[src/rtl/mcs_pkg.sv]
package mcs_pkg;
    localparam int HS_W   = 4;
    localparam int BYTE_W = 8;

    typedef logic [HS_W-1:0] hs_t;

    typedef struct packed {
        logic loop;
        logic gp2;
        logic gp1;
        logic req;
        logic rdy;
    } ctl_t;

    localparam int CTL_W = $bits(ctl_t);

    function automatic logic [BYTE_W-1:0] ctl_byte(input ctl_t c);
        return {{(BYTE_W-CTL_W){1'b0}}, c};
    endfunction

    function automatic logic [BYTE_W-1:0] stat_byte(input hs_t lvl, input hs_t chg);
        return {lvl, chg};
    endfunction

    function automatic hs_t ctl_hs(input ctl_t c);
        return {c.gp2, c.gp1, c.req, c.rdy};
    endfunction
endpackage

[src/rtl/mcs_ctl_reg.sv]
module mcs_ctl_reg
    import mcs_pkg::*;
(
    input  logic              clk,
    input  logic              rst,
    input  logic              wr_en,
    input  logic [BYTE_W-1:0] wr_byte,
    output ctl_t              ctl_q
);
    always_ff @(posedge clk) begin
        if (rst)
            ctl_q <= '0;
        else if (wr_en)
            ctl_q <= ctl_t'(wr_byte[CTL_W-1:0]);
    end
endmodule

[src/rtl/mcs_sync.sv]
module mcs_sync #(
    parameter int W      = 4,
    parameter int STAGES = 2
) (
    input  logic         clk,
    input  logic         rst,
    input  logic [W-1:0] d,
    output logic [W-1:0] q
);
    logic [W-1:0] chain [STAGES];

    always_ff @(posedge clk) begin
        if (rst) begin
            for (int i = 0; i < STAGES; i++) chain[i] <= '0;
        end else begin
            chain[0] <= d;
            for (int i = 1; i < STAGES; i++) chain[i] <= chain[i-1];
        end
    end

    assign q = chain[STAGES-1];
endmodule

[src/rtl/mcs_delta.sv]
module mcs_delta
    import mcs_pkg::*;
(
    input  logic clk,
    input  logic rst,
    input  hs_t  src,
    input  logic clr,
    output hs_t  lvl_q,
    output hs_t  chg_q
);
    hs_t chg_d;

    always_comb begin
        chg_d = (clr ? '0 : chg_q) | (src ^ lvl_q);
    end

    always_ff @(posedge clk) begin
        if (rst) begin
            lvl_q <= '0;
            chg_q <= '0;
        end else begin
            lvl_q <= src;
            chg_q <= chg_d;
        end
    end
endmodule

[src/rtl/modem_ctl_stat.sv]
module modem_ctl_stat
    import mcs_pkg::*;
#(
    parameter int SYNC_STAGES = 2
) (
    input  logic       clk,
    input  logic       rst,
    input  logic       ctl_wr,
    input  logic [7:0] wr_data,
    input  logic       stat_rd,
    output logic [7:0] ctl_rdata,
    output logic [7:0] stat_rdata,
    input  logic       cts_i,
    input  logic       dsr_i,
    input  logic       ri_i,
    input  logic       dcd_i,
    output logic       dtr_o,
    output logic       rts_o,
    output logic       out1_o,
    output logic       out2_o,
    input  logic       ser_tx_i,
    output logic       ser_tx_o,
    input  logic       ser_rx_i,
    output logic       ser_rx_o,
    output logic       irq_en_o,
    output logic       msi_req_o
);
    ctl_t ctl_q;
    hs_t  ext_raw, ext_sync, lvl_src, lvl_q, chg_q;

    mcs_ctl_reg u_ctl (
        .clk     (clk),
        .rst     (rst),
        .wr_en   (ctl_wr),
        .wr_byte (wr_data),
        .ctl_q   (ctl_q)
    );

    assign ext_raw = {dcd_i, ri_i, dsr_i, cts_i};

    mcs_sync #(.W(HS_W), .STAGES(SYNC_STAGES)) u_sync (
        .clk (clk),
        .rst (rst),
        .d   (ext_raw),
        .q   (ext_sync)
    );

    // Loopback swaps the level source before change detection.
    assign lvl_src = ctl_q.loop ? ctl_hs(ctl_q) : ext_sync;

    mcs_delta u_delta (
        .clk   (clk),
        .rst   (rst),
        .src   (lvl_src),
        .clr   (stat_rd),
        .lvl_q (lvl_q),
        .chg_q (chg_q)
    );

    assign ctl_rdata  = ctl_byte(ctl_q);
    assign stat_rdata = stat_byte(lvl_q, chg_q);

    assign dtr_o  = ctl_q.rdy & ~ctl_q.loop;
    assign rts_o  = ctl_q.req & ~ctl_q.loop;
    assign out1_o = ctl_q.gp1 & ~ctl_q.loop;
    assign out2_o = ctl_q.gp2 & ~ctl_q.loop;

    assign ser_tx_o = ctl_q.loop ? 1'b1 : ser_tx_i;
    assign ser_rx_o = ctl_q.loop ? ser_tx_i : ser_rx_i;

    assign irq_en_o  = ctl_q.gp2;
    assign msi_req_o = |chg_q;
endmodule

[config.mk]
export PLATFORM = sky130hd
export DESIGN_NAME = modem_ctl_stat
export DESIGN_NICKNAME = d
export VERILOG_FILES = /design/src/rtl/mcs_pkg.sv /design/src/rtl/mcs_ctl_reg.sv /design/src/rtl/mcs_sync.sv /design/src/rtl/mcs_delta.sv /design/src/rtl/modem_ctl_stat.sv
export SDC_FILE = /design/constraint.sdc
export NUM_CORES = 1
export LEC_CHECK = 0
export ABC_AREA = 1
export BUFFER_PORTS_ARGS = -buffer_cell sky130_fd_sc_hd__buf_2
export CORE_UTILIZATION = 44
export DETAILED_ROUTE_END_ITERATION = 7
export PLACE_DENSITY_LB_ADDON = 0.12
export SYNTH_ARGS = -nofsm -noshare
export SYNTH_HDL_FRONTEND = slang
export SYNTH_SLANG_ARGS = --single-unit
[constraint.sdc]
create_clock -name clk -period 1.2 [get_ports clk]
set_clock_uncertainty 0.15 [all_clocks]
set_input_delay 0.06 -clock clk [delete_from_list [all_inputs] [get_ports clk]]
set_output_delay 0.06 -clock clk [all_outputs]
set_load 0.01 [all_outputs]
* After elaboration in Yosys (flattened, before gate mapping) *
Memories as Yosys holds them, arrays and structs flattened.
Cells that the tools add are included.

storage, ports and cells
  bits in registers = 13
  bits in latches = 0
  bits in writable memories = 8
  memory bits (read-only) = 0
  output and inout bits = 24
  memories kept = 1

operators by class
  add/sub/neg operators = 0
  $mul = 0
  div/mod/pow operators = 0
  order comparisons = 0
  eq/ne operators = 0
  shift operators = 0
  muxes and demuxes = 9
  bitwise logic cells = 9
  reductions and logical operators = 1

memory list
  memory        depth  bits a word  read ports  clocked after Yosys merged registers in  write ports  line            source
  u_sync.chain  2      4            2           0                                        2            mcs_sync.sv:10  logic [W-1:0] chain [STAGES];

operator list
  cell                count
  4-bit two-way mux   4
  1-bit two-way mux   5
  1-bit AND           4
  4-bit bitwise OR    1
  4-bit OR reduction  1
  4-bit bitwise XOR   1
  1-bit bitwise OR    2
  1-bit NOT           1

* Logic depth before layout (Yosys ltp) *
Gate-level depths: netlist of the first run.
An unclocked memory read counts as a cell.

  depth in word-level cells = 4
  depth in mapped cells = 7

* Modules after synthesis *
Synthesis of the first run repeated with hierarchy kept, for this count alone.

second synthesis, totals
  cell total of the unflattened synthesis = 141
  area, all modules = 930.9 um^2

by module, submodules not included
  module          times used  cells each  area an instance (um^2)
  mcs_delta       1           46          307.8
  mcs_sync        1           29          261.5
  mcs_ctl_reg     1           32          209.0
  modem_ctl_stat  1           34          152.6

* Least setup slack after synthesis of the first run *
No wires, ideal clock.

  path kind = register -> register
  from = register, netlist name u_ctl.ctl_q[4]
  to = register u_delta.chg_q[1]
  setup time = 109 ps
  arrival = 890 ps
  data required time = 941 ps
  setup slack = 51 ps
  stages on the path, launching flop included = 7
  period minus slack after synthesis = 1149 ps
  cells stage by stage = dfxtp_1 -> buf_4 -> nand2_2 -> nand3_1 -> nand3_1 -> nand2_1 -> inv_1

on the way
  word-level cells in the longest chain between the ends = 3

RTL lines
  item                    line                  source
  4-bit two-way mux       modem_ctl_stat.sv:49  assign lvl_src = ctl_q.loop ? ctl_hs(ctl_q) : ext_sync;
  4-bit bitwise XOR       mcs_delta.sv:14       chg_d = (clr ? '0 : chg_q) | (src ^ lvl_q);
  4-bit bitwise OR        mcs_delta.sv:14
  end signal: assignment  mcs_delta.sv:23       chg_q <= chg_d;
  end: declaration        mcs_delta.sv:9        output hs_t chg_q

Every way passes these cells.
A chain may end at the register's enable or synchronous reset.

* Worst setup path after layout of the first run *
  from = register, netlist name u_ctl.ctl_q[4]
  to = output port out2_o

on the way
  word-level cells in the longest chain between the ends = 2

RTL lines
  item              line                  source
  1-bit NOT         modem_ctl_stat.sv:66  assign out2_o = ctl_q.gp2 & ~ctl_q.loop;
  1-bit AND         modem_ctl_stat.sv:66
  end: declaration  modem_ctl_stat.sv:20  output logic out2_o,

Every way passes these cells.

==> impl_results.md, run 1 <==
- ANT nets after route: 0
- Ports: 42
- Sw Ratio: 29.1%
- R2r worst-path depth: 7
- Most frequent cells after synthesis: inv_1, nand2_1, dfxtp_1
- Yosys cell types: 14
- Yosys top cell by area: dfxtp_1
- Vias/cell: 4.43
- P_leak: 0.717 nW
- CP endpoint kind: primary output
- Total power: 0.00148 W
- Post-DP Area: 0.00108 mm²
- Crit-path max cell delay: 0.39 ns
- Post-synth ARST share: 0%
- Worst hold path type: input port to primary output
- Mean Syn Cell Area: 7.03 µm²
- RSZ-0062 raised after global routing: true
- Die Ht: 46.9 µm
- Total Wirelength: 2370 µm
- Max-cap viol count: 0
- Port Buffer Count: 35
- Fillers: 136
- First-pass GRT wire length: 3370 µm
- Vias: 913
- Hold slack: 0.257 ns
- Cell internal pwr: 0.00105 W
- Switching Power: 0.000430 W
- Largest net degree at the start of global routing: 12
- GRT Util Overall: 22.3%
- TritonRoute pass-1 iters: 4
- Grt total ovfl: 0
- Post-route design area: 0.00136 mm²
- Max VDD drop: 759 µV
- CP startpoint: u_ctl.ctl_q[4]
- Die width: 46.9 µm
- Primary FF master, synth: dfxtp_1
- Fin worst setup slack: -0.0460 ns
- Worst R2R End: u_delta.chg_q[0]
- PwrDens: 1080 mW/mm²
- H-tree Lvls: 1
- WL/cell: 11.5 µm
- Synth top area share: 47.5%
- Area grow syn2layout: 54.0%
- Sequential cell area: 430 µm²
- FMAX: 0.803 GHz
- Worst reg2reg startpoint: u_ctl.ctl_q[4]
- Sequential Power Share: 52.6%
- Most common cell in the netlist: inv_1
- Mapped Area: 886 µm²
- Nets: 200
- CP Cell Sequence: buf_6 -> nor2_2 -> buf_2
- Status: finished with violations
- FP Rows: 15
- Post-Synthesis Cells: 126
- CTS tree: built
- CTS max path bufs: 2
- Worst setup endpoint: out2_o
- Clk Latency, worst-skew pair: 0.31 ns
- Final hold vios: 0
- CP Max Fanout: 4
- Root Buffer Master: clkbuf_4
- Crit-path slowest cell: dfxtp_4
- CP Class: flop to primary output
- Number of synthesized flops with an enable pin: 0
- WP data required: 0.99 ns
- Number of diodes: 0
- Comb pwr share: 23.8%
- Multi-input logic area: 359 µm²
- Initial Utilization: 49.2%
- Clock Sinks: 21
- Fin util: 75.7%
- Pre-CTS WS: 0.0661 ns
- Min Tclk post-route: 1.25 ns
- GPL Wtd Cong: 0.763
- Fraction of layout cells with a size suffix above 1: 39.8%
- Synth warnings: 0
- Num CTS Buffers: 3
- Worst Path Arrival: 1.04 ns
- Fin crit share: 104%
- Yosys reg bits: 21
- Post-DP HPWL: 1300 µm
- Synth area leaders: dfxtp_1, inv_1, nand2_1, nand3_1, nor2_1
- R2R Setup Slk: 0 ns
- Seq/Total Area, Yosys: 47.5%
- Die area: 0.00220 mm²
- Clk pwr share: 23.6%
- Area of the core: 0.00180 mm²
- Critical path launch point type: flop
- Initial antenna violation count: 0
- Final routed DRC violation total: 0
- Final Max Slew Viols: 0
- Finish-stage setup viols: 5
- Failing checks: negative setup slack
- Vias in the first global route: 784
- First-iteration detailed-routing DRC count: 12
- Worst-path clk slew: 0.11 ns
state kept, by name, indices dropped and copies added (netlist names):
name and count:
u_ctl.ctl_q 5, u_delta.lvl_q 4, u_sync.chain 8, u_delta.chg_q 4
metrics by stage:
stage | std cells | TNS (ns)
after floorplan | 128 | 0
after global placement | 185 | 0
after detailed placement | 185 | 0
after CTS | 205 | -0.196
after global routing | 206 | -0.439
final | 206 | -0.123
cell usage in the layout (no fill, tap or decap), types with 2 or more instances in the layout:
cell / synthesis / final
inv_1: 26 / 26
buf_6: 1 / 8
dlygate4sd3_1: 0 / 12
dfxtp_1: 21 / 15
o21ai_0: 5 / 5
nand2_2: 4 / 7
buf_4: 5 / 4
buf_2: 1 / 32
nand2_1: 23 / 20
dfxtp_2: 0 / 5
conb_1: 1 / 3
nand3_1: 12 / 9
nor2_2: 0 / 3
nand3_2: 0 / 3
inv_2: 3 / 2
nor2_1: 14 / 9
nor2_4: 0 / 2
a21oi_1: 9 / 9
clkbuf_4: 0 / 3
routing by layer:
metal	part of all wire [%]	global-route usage, %	vias up
met4	1.9	9.71	0
met2	53	38.9	33
met3	4.4	7.31	6
met1	40	24.8	398
li1	-	-	476
met5	0	0	-
power groups by stage:
stage | Combinational, W | Clock, W | Sequential (W)
6_report | 0.000352 | 0.000348 | 0.000777
5_1_grt | 0.000392 | 0.000376 | 0.000783
4_1_cts | 0.000301 | 0.000358 | 0.000772
3_5_place_dp | 0.000251 | 0 | 0.000784
3_3_place_gp | 0.000247 | 0 | 0.000782
2_1_floorplan | 0.000148 | 0 | 0.000797
layout make-up:
| cell class | instances | area share (%) |
|---|---|---|
| Sequential cell | 21 | 31.6 |
| Timing Repair Buffer | 56 | 29.4 |
| Multi-Input combinational cell | 71 | 26.3 |
| Inverter | 29 | 8.53 |
| Tap cell | 25 | 2.29 |
| Clock buffer | 4 | 1.93 |
worst min path at each step:
stage                          to  depth (start not counted)      from
6_report                 ser_tx_o                          4  ser_tx_i
5_1_grt                  ser_rx_o                          4  ser_rx_i
4_1_cts                  ser_tx_o                          4  ser_tx_i
3_5_place_dp   u_sync.chain[0][1]                          3     dsr_i
3_3_place_gp   u_sync.chain[0][0]                          3     cts_i
2_1_floorplan    u_delta.lvl_q[0]                          1       rst
kinds of logic (layout without fill, tap and decap cells):
kind of cell    count (synthesis)  count (layout)  synth area share [%]
simple gates                   53              53                  25.3
flops                          21              21                  47.5
buf+inv                        36              89                  18.4
compound gates                 15              15                  8.47
other cells                     1               3                 0.423
critical path: cells and delay by family, from the launching register on:
kind / cells / cell delay (ns)
and+or+nand+nor: 1 / 0.07
buffers and inverters: 2 / 0.26
DFF: 1 / 0.39
repair_timing:
item,4_1_cts,5_1_grt
setup endpoints to repair,6,11
gates resized for setup,8,24
pin swaps,5,6
endpoints found under the hold margin,17,0
hold buffers,12,0
setup buffers,4,1
Power figures use the tool's default switching activity.
==> run 2, diff against run 1 <==
- clock period: 1.2 -> 1.4 ns (I/O delays scaled with it)
==> run 2 against run 1 <==
Compared with the run above:
- the run now ends clean
- global-route usage down 1.2 points
- sequential share of layout area up 2.8 points
- largest power group unchanged
- via count down 2.4%
==> impl_results.md, run 2 (synthesis gave the netlist of run 1 again) <==
- First-pass GRT wire length: 3260 µm
- Vias in the first global route: 800
- Port Buffer Count: 35
- GPL Wtd Cong: 0.792
- Min Tclk post-route: 1.33 ns
- Final hold vios: 0
- Vias: 891
- Nets: 195
- Commonest non-fill, non-tap cell in the layout: buf_2
- CP endpoint kind: primary output
- Max VDD drop: 605 µV
- Worst-path clk slew: 0.11 ns
- Clk Latency, worst-skew pair: 0.30 ns
- R2R Setup Slk: 0.28 ns
- Sequential Power Share: 55.4%
- CP startpoint: u_ctl.ctl_q[4]
- Vias/cell: 4.43
- Area of the core: 0.00180 mm²
- TritonRoute pass-1 iters: 4
- First-iteration detailed-routing DRC count: 7
- WL/cell: 9.89 µm
- Clk pwr share: 24.5%
- Sequential cell area: 424 µm²
- Number of diodes: 0
- WP data required: 1.18 ns
- Worst Path Arrival: 1.11 ns
- Status: finished clean
- Root Buffer Master: clkbuf_4
- Final Max Slew Viols: 0
- FP Rows: 15
- Setup TNS: 0 ns
- CP Cell Sequence: inv_4 -> nand2_1 -> o21ai_1 -> buf_2
- Multi-input logic area: 310 µm²
- Largest regs: u_sync.chain x8, u_ctl.ctl_q x5
- Worst hold path type: input port to flop
- Crit. path cell count: 4
- CP top delay family: flip-flops
- Die width: 46.9 µm
- Fin crit share: 95.1%
- Post-DP HPWL: 1350 µm
- P_leak: 0.675 nW
- Initial antenna violation count: 0
- Switching Power: 0.000335 W
- Initial Utilization: 49.2%
- Most flops, register: u_sync.chain
- CP Max Fanout: 12
- Die area: 0.00220 mm²
- Die Ht: 46.9 µm
- Cell internal pwr: 0.000858 W
- Num CTS Buffers: 3
- Hold depth: 6
- Worst setup endpoint: ser_rx_o
- CP Class: flop to primary output
- Comb pwr share: 20.1%
- Post-DP Area: 0.00105 mm²
- Finish-stage setup viols: 0
- Critical path launch point type: flop
- Grt total ovfl: 0
- Post-CTS Setup Inserts: 0
- Final routed DRC violation total: 0
- Largest net degree at the start of global routing: 13
- R2r worst-path depth: 6
- Max reg flops: 8
- Most frequent cells in the layout: buf_2, inv_1, nand2_1
- RSZ-0062 raised after global routing: false
- H-tree Lvls: 1
- Fraction of layout cells with a size suffix above 1: 26.7%
- Ports: 42
- Total Wirelength: 1990 µm
- GRT Util Overall: 21.1%
- Number of buffers and inverters on the critical path: 2
- PwrDens: 965 mW/mm²
- Worst R2R End: u_delta.chg_q[2]
- Clock Sinks: 21
- Crit-path max cell delay: 0.40 ns
- Crit-path slowest cell: dfxtp_4
- Max-cap viol count: 0
- Sw Ratio: 28.1%
- FMAX: 0.751 GHz
- Area grow syn2layout: 39.5%
- Worst reg2reg startpoint: u_ctl.ctl_q[4]
- Post-route design area: 0.00124 mm²
- Fillers: 176
- CTS tree: built
- ANT nets after route: 0
- CTS max path bufs: 2
==> run 2: cell types whose count changed in the layout (fill, tap and decap cells not counted), sizes merged <==
cell	previous run	this run
buf	44	36
dlygate4sd3	12	15
==> run 2: what timing repair did <==
action | in CTS | in global routing
gates resized for setup | 1 | 2
hold endpoints to repair | 17 | 0
hold buffers | 15 | 0
endpoints found under the setup margin | 4 | 1
==> run 2: metal layers <==
layer | wire length, µm | vias to the layer above | GRT usage (%) | part of all wire (%)
li1 | - | 466 | - | -
met1 | 867 | 396 | 25.2 | 44
met2 | 1030 | 26 | 37.5 | 52
met3 | 74 | 3 | 4.62 | 3.7
met4 | 16 | 0 | 6.86 | 0.80
met5 | 0 | - | 0 | 0
==> run 2: how the worst min path moves through the flow <==
stage | from | end | slack, ns
2_1_floorplan | rst | u_delta.lvl_q[0] | -0.01
5_1_grt | stat_rd | u_delta.chg_q[1] | 0.001
6_report | stat_rd | u_delta.chg_q[3] | 0.0004
3_3_place_gp | dcd_i | u_sync.chain[0][3] | 0.12
3_5_place_dp | dsr_i | u_sync.chain[0][1] | 0.13
4_1_cts | stat_rd | u_delta.chg_q[3] | 0.003
==> run 2: stage by stage <==
| step | hold slack (ns) | setup slack (ns) | power [W] | instances | util [%] |
|---|---|---|---|---|---|
| 2_1_floorplan | -0.0109 | 0.251 | 0.000810 | 128 | - |
| 3_3_place_gp | 0.118 | 0.179 | 0.000874 | 182 | 58.5 |
| 3_5_place_dp | 0.128 | 0.174 | 0.000881 | 182 | 58.5 |
| 4_1_cts | 0.00315 | 0.00230 | 0.00120 | 201 | 68.3 |
| 5_1_grt | 0.00143 | 0.00417 | 0.00126 | 201 | 68.6 |
| 6_report | 0.000427 | 0.0686 | 0.00119 | 201 | 68.6 |
==> run 2: layout make-up <==
cell class                 instances  share of cell area, %
tap                               25                   2.53
sequential                        21                   34.3
inverter                          29                   9.01
multi-input combinational         71                   25.1
clock buffer                       4                   2.13
timing repair buffer              51                   26.9
==> run 2: worst reg2reg max path, stage by stage, from the launching register on <==
cell,delay [ns]
dfxtp_4,0.42
buf_4,0.16
nand2_2,0.06
nand3_1,0.08
nand3_1,0.07
nand2_1,0.06
inv_1,0.03
==> run 2: power by group through the flow <==
stage                     Clock (W)  Combinational [W]  Sequential (W)
after floorplan                   0           0.000127        0.000683
after detailed placement          0           0.000206        0.000675
final                      0.000292           0.000240        0.000661
after CTS                  0.000297           0.000239        0.000662
after global placement            0           0.000202        0.000673
after global routing       0.000320           0.000275        0.000668
